`config.mk`:
```
export PLATFORM = sky130hd
export DESIGN_NAME = angle_recoder
export DESIGN_NICKNAME = d
export VERILOG_FILES = /design/src/rtl/angle_recoder.sv
export SDC_FILE = /design/constraint.sdc
export NUM_CORES = 1
export LEC_CHECK = 0
export ABC_AREA = 1
export BUFFER_PORTS_ARGS = -buffer_cell sky130_fd_sc_hd__buf_2
export CELL_PAD_IN_SITES_DETAIL_PLACEMENT = 1
export CELL_PAD_IN_SITES_GLOBAL_PLACEMENT = 1
export CORE_MARGIN = 2
export CORE_UTILIZATION = 43
export DETAILED_ROUTE_END_ITERATION = 6
export GPL_TIMING_DRIVEN = 0
export PLACE_DENSITY = 0.81
export SYNTH_ARGS = -nofsm -noshare
export SYNTH_HDL_FRONTEND = slang
export SYNTH_SLANG_ARGS = --single-unit
```
`constraint.sdc`:
```
create_clock -name clk -period 9.3 [get_ports clk]
set_input_delay 0.93 -clock clk [delete_from_list [all_inputs] [get_ports clk]]
set_output_delay 0.93 -clock clk [all_outputs]
set_load 0.02 [all_outputs]
```
`src/rtl/angle_recoder.sv`:
```
module angle_recoder #(
  parameter int W  = 12,
  parameter int IW = $clog2(W + 6)
) (
  input  logic          clk,
  input  logic          rst_n,
  input  logic          in_valid,
  input  logic [W-1:0]  residue,
  output logic          out_valid,
  output logic [IW-1:0] s_idx,
  output logic [IW-1:0] t_idx,
  output logic          rot_cw,
  output logic [W-1:0]  next_residue,
  output logic          is_zero
);
  localparam int FRAC = W - 1;

  logic [W-1:0]  mag;
  logic [IW-1:0] lead, k, s_n, t_n;
  logic [W+2:0]  win;
  logic [3:0]    key;
  logic [W:0]    sum;
  logic [W-1:0]  nxt;

  assign mag = residue[W-1] ? (~residue + 1'b1) : residue;

  always_comb begin
    lead = '0;
    for (int i = 0; i < W; i++)
      if (mag[i]) lead = IW'(i);
  end

  assign k   = IW'(FRAC) - lead;
  assign win = {mag, 3'b000} >> lead;
  assign key = win[3:0];

  always_comb begin
    s_n = k;
    t_n = k + IW'(1);
    if (k <= IW'(1)) begin
      case (key)
        4'b1000:         t_n = k + IW'(3);
        4'b1001, 4'b1010: t_n = k + IW'(2);
        default:         t_n = k + IW'(1);
      endcase
    end else begin
      case (key)
        4'b1000: t_n = k + IW'(4);
        4'b1001: t_n = k + IW'(3);
        4'b1010: t_n = k + IW'(2);
        4'b1110: begin s_n = k - IW'(1); t_n = k + IW'(5); end
        4'b1111: begin s_n = k - IW'(1); t_n = k + IW'(3); end
        default: t_n = k + IW'(1);
      endcase
    end
  end

  function automatic logic [W-1:0] atan_w(input logic [IW-1:0] m);
    case (m)
      IW'(0):  atan_w = W'(1608);
      IW'(1):  atan_w = W'(950);
      IW'(2):  atan_w = W'(502);
      IW'(3):  atan_w = W'(255);
      IW'(4):  atan_w = W'(128);
      default: atan_w = W'(128) >> (m - IW'(4));
    endcase
  endfunction

  assign sum = {1'b0, atan_w(s_n)} + {1'b0, atan_w(t_n)};
  assign nxt = residue[W-1] ? residue + sum[W-1:0] : residue - sum[W-1:0];

  always_ff @(posedge clk) begin
    if (!rst_n) begin
      out_valid    <= 1'b0;
      s_idx        <= '0;
      t_idx        <= '0;
      rot_cw       <= 1'b0;
      next_residue <= '0;
      is_zero      <= 1'b0;
    end else begin
      out_valid <= in_valid;
      if (in_valid) begin
        if (mag == '0) begin
          s_idx        <= '0;
          t_idx        <= '0;
          rot_cw       <= 1'b0;
          next_residue <= '0;
          is_zero      <= 1'b1;
        end else begin
          s_idx        <= s_n;
          t_idx        <= t_n;
          rot_cw       <= residue[W-1];
          next_residue <= nxt;
          is_zero      <= 1'b0;
        end
      end
    end
  end
endmodule

```
==> flow_results.xml <==
<?xml version="1.0" encoding="UTF-8"?>
<metrics>
  <group name="run_status">
    <metric name="outcome" unit="">completed</metric>
  </group>
  <group name="clock_network">
    <metric name="clk_path_buf_depth" unit="">2</metric>
    <metric name="clock_insertion_delay_worst_skew" unit="ns">0.27</metric>
    <metric name="cts.hold.buffers_added" unit="">0</metric>
    <metric name="total_cts_buffers" unit="">3</metric>
    <metric name="cts.htree.levels" unit="">1</metric>
    <metric name="path_clk_slew" unit="ns">0.08</metric>
    <metric name="numClockSinks" unit="">25</metric>
    <metric name="root_buffer" unit="">clkbuf_8</metric>
    <metric name="tritoncts_clock_tree" unit="">done</metric>
  </group>
  <group name="setup_path">
    <metric name="cp_max_fo" unit="">11</metric>
    <metric name="startpoint_type_of_the_worst_setup_path" unit="">input port</metric>
    <metric name="ff2ff_setup_slack" unit="ns">8.60</metric>
    <metric name="critical_path_class" unit="">input port to register</metric>
    <metric name="worstReg2RegStart" unit="">s_idx[2]</metric>
    <metric name="worstSetupStartpoint" unit="">residue[1]</metric>
    <metric name="crit_path_max_incr_delay" unit="ns">0.49</metric>
    <metric name="cp_slowest_cell" unit="">or3b_2</metric>
    <metric name="timing.critical_path.mode_cell" unit="">nand2_1</metric>
    <metric name="endpoint" unit="">next_residue[11]</metric>
    <metric name="worstSetupPathDepth" unit="">51</metric>
    <metric name="regToRegEndpoint" unit="">s_idx[2]</metric>
    <metric name="critical_path_data_required_time" unit="ns">9.50</metric>
    <metric name="worst-path-buf-inv" unit="">10</metric>
    <metric name="reg2reg_depth" unit="">2</metric>
    <metric name="path_delay_family" unit="">simple AND/OR/NAND/NOR gates</metric>
    <metric name="worst_setup_ep_type" unit="">register</metric>
    <metric name="cp_data_arrival_time" unit="ns">8.76</metric>
  </group>
  <group name="global_routing">
    <metric name="grt_start_max_net_pins" unit="">15</metric>
    <metric name="grt_ovf" unit="">0</metric>
    <metric name="grt.total_usage" unit="%">25.5</metric>
    <metric name="grt_pass1_vias" unit="">4607</metric>
    <metric name="antenna_found_initial" unit="">0</metric>
    <metric name="grt_first_pass_wirelength" unit="mm">21.5</metric>
  </group>
  <group name="logic_synthesis">
    <metric name="synth_cell_type_count" unit="">43</metric>
    <metric name="syn-num-nets" unit="">754</metric>
    <metric name="netlist.area_leader.share" unit="%">19.1</metric>
    <metric name="synth.largest_area_cell" unit="">nand2_1</metric>
    <metric name="syn-cell-area" unit="um^2">4140</metric>
    <metric name="syn_avg_cell_area" unit="um^2">5.96</metric>
    <metric name="synth_most_common_cell" unit="">nand2_1</metric>
    <metric name="yosys_most_used_dff" unit="">dfxtp_1</metric>
    <metric name="synth.yosys.seq_area_share" unit="%">12.1</metric>
    <metric name="synth_edf_count" unit="">0</metric>
    <metric name="number_of_warnings_printed_during_yosys_synthesis" unit="">0</metric>
    <metric name="postSynth.asyncResetShare" unit="%">0</metric>
    <metric name="synthesis.instances" unit="">695</metric>
    <metric name="post_synth_most_frequent_cells" unit="">211 x nand2_1, 77 x inv_1, 70 x nand3_1, 56 x a21oi_1, 55 x nor2_1</metric>
    <metric name="synth.top_cells.by_area" unit="">nand2_1 19%, ha_1 13%, dfxtp_1 12%</metric>
    <metric name="synth.ff_latch_count" unit="">25</metric>
  </group>
  <group name="sta">
    <metric name="relSlewSlack" unit="%">46.1</metric>
    <metric name="worstMarginPinSlew" unit="ns">0.805</metric>
    <metric name="whs" unit="ns">0.466</metric>
    <metric name="timing.clock.skew" unit="ns">0</metric>
    <metric name="setup_viol" unit="">0</metric>
    <metric name="count_of_final_max_slew_check_failures" unit="">0</metric>
    <metric name="final_hold_viol_count" unit="">0</metric>
    <metric name="min_period" unit="ns">8.56</metric>
    <metric name="post-route-period-util" unit="%">92.1</metric>
    <metric name="max_freq" unit="MHz">117</metric>
  </group>
  <group name="final_layout">
    <metric name="layout.cell_area.non_filler" unit="um^2">4590</metric>
    <metric name="nFillCells" unit="">1357</metric>
    <metric name="layout-drive-gt1-share" unit="%">17.1</metric>
    <metric name="finalNetCount" unit="">801</metric>
    <metric name="final-instance-count-excl-fill" unit="">870</metric>
    <metric name="n_antenna_cell" unit="">0</metric>
    <metric name="layout-area-overhead-vs-synth" unit="%">10.8</metric>
  </group>
  <group name="floorplanning">
    <metric name="num_io_pins" unit="">40</metric>
    <metric name="std_cell_rows" unit="">35</metric>
    <metric name="initial_utilization" unit="%">44.6</metric>
    <metric name="core-area" unit="um^2">9280</metric>
    <metric name="design.die.area" unit="um^2">10400</metric>
    <metric name="die_h" unit="um">102</metric>
    <metric name="die_w" unit="um">102</metric>
  </group>
  <group name="power">
    <metric name="peakVddDrop" unit="uV">361</metric>
    <metric name="p_leak" unit="nW">2.47</metric>
    <metric name="clock_group_share_of_total_power" unit="%">3.7</metric>
    <metric name="netSwitchingFraction" unit="%">58.8</metric>
    <metric name="combinational_cell_fraction_of_total_power" unit="%">88.1</metric>
    <metric name="power_per_cell_area" unit="nW/um^2">378</metric>
    <metric name="switching_power" unit="mW">1.02</metric>
    <metric name="seqPwrFrac" unit="%">8.2</metric>
    <metric name="internal_power" unit="mW">0.715</metric>
    <metric name="p_total" unit="mW">1.74</metric>
  </group>
  <group name="placed_design">
    <metric name="detailed_place_hpwl" unit="mm">10.9</metric>
    <metric name="place_congestion" unit="">0.932</metric>
    <metric name="dpl.cell_count" unit="">863</metric>
    <metric name="portBuffers" unit="">39</metric>
    <metric name="post_dp_cell_area" unit="um^2">4500</metric>
  </group>
  <group name="min_path">
    <metric name="hold_class" unit="">register to register</metric>
    <metric name="hold_path_startpoint" unit="">t_idx[4]</metric>
  </group>
  <group name="run">
    <metric name="max_cap_viol_count" unit="">0</metric>
  </group>
  <group name="drt">
    <metric name="wl_per_cell" unit="um">15.0</metric>
    <metric name="drc" unit="">0</metric>
    <metric name="num_vias" unit="">4541</metric>
    <metric name="detailedRoute.firstIterationViolations" unit="">117</metric>
    <metric name="drt.antenna.violating_nets" unit="">0</metric>
    <metric name="routed_via_density" unit="">5.22</metric>
    <metric name="wirelength" unit="mm">13.1</metric>
    <metric name="drtPass1Iterations" unit="">4</metric>
  </group>
</metrics>
## cell type report
cell class	count	area [um^2]	area share [%]
buffer	10	63.8	1.39
clock buffer	3	41.3	0.899
clock inverter	1	5.00	0.109
inverter	94	358	7.80
multi-input combinational	565	3240	70.5
sequential	25	500	10.9
tap	129	161	3.52
timing repair buffer	43	225	4.91
## metrics by stage
step	utilization (%)	setup slack, ns	TNS [ns]
after floorplan	-	1.81	0
after global placement	48.5	0.0720	0
after detailed placement	48.5	-0.224	-0.224
after CTS	48.9	0.0526	0
after global routing	49.4	-0.00477	-0.00477
final	49.4	0.738	0
## worst min path at each step
| stage | to | slack [ns] | cells past startpoint |
|---|---|---|---|
| finish | t_idx[4] | 0.47 | 2 |
| global route | t_idx[4] | 0.49 | 2 |
| CTS | t_idx[4] | 0.47 | 2 |
| detailed placement | next_residue[2] | 0.45 | 2 |
| global placement | t_idx[0] | 0.45 | 2 |
| floorplan | s_idx[0] | 0.54 | 2 |
## worst register-to-register path: cells and delay by family (launching register included)
family / cells / cell delay (ns)
simple gates: 1 / 0.08
compound gates: 1 / 0.20
flops: 1 / 0.34
## power by group through the flow
| stage | combinational, mW | sequential, mW | clock, mW |
|---|---|---|---|
| 5_1_grt | 1.74 | 0.145 | 0.0687 |
| 6_report | 1.53 | 0.142 | 0.0641 |
| 4_1_cts | 1.53 | 0.142 | 0.0661 |
| 2_1_floorplan | 1.13 | 0.172 | 0 |
| 3_5_place_dp | 1.51 | 0.144 | 0 |
| 3_3_place_gp | 1.43 | 0.144 | 0 |
## metal layers
| layer | GRT usage (%) | vias up | wire, um | part of all wire (%) |
|---|---|---|---|---|
| met3 | 2.74 | 10 | 276 | 2.1 |
| met4 | 2.97 | 0 | 97 | 0.74 |
| met1 | 32.2 | 2155 | 6060 | 46 |
| li1 | - | 2328 | - | - |
| met2 | 48.1 | 48 | 6640 | 51 |
| met5 | 0 | - | 0 | 0 |
## sequential cells by signal (all words and copies together), names as in the netlist
signal        flops
is_zero           1
next_residue     12
out_valid         1
rot_cw            1
s_idx             5
t_idx             5
## layout by cell type (no fill, tap or decap), drive strengths merged, types with 2 or more instances in the layout
master  Yosys  final
nand3b      3      3
fa          2      2
clkbuf      6      8
a31oi       2      2
o21bai      7      7
o21ai      19     19
nand2     230    230
a21oi      56     56
nor3        5      5
nor2       69     69
or2         7      7
o211ai      2      2
inv        94     94
buf         5     48
nand4      10     10
xnor2       5      5
xor2       20     20
ha         42     42
dfxtp      25     25
nand3      79     79
## cells by family after synthesis
group	after synthesis	share of synthesized area, %
flops	25	12.1
compound gates	89	11.8
buf+inv	105	10.2
fa+ha+maj	44	13.7
simple gates	407	46.7
xor+xnor	25	5.65
## what timing repair did
action / CTS / global route
buffers inserted: 0 / 4
resized for setup: 0 / 6
setup endpoints to repair: 0 / 4
endpoints found under the hold margin: 0 / 0
Power figures use the tool's default switching activity.
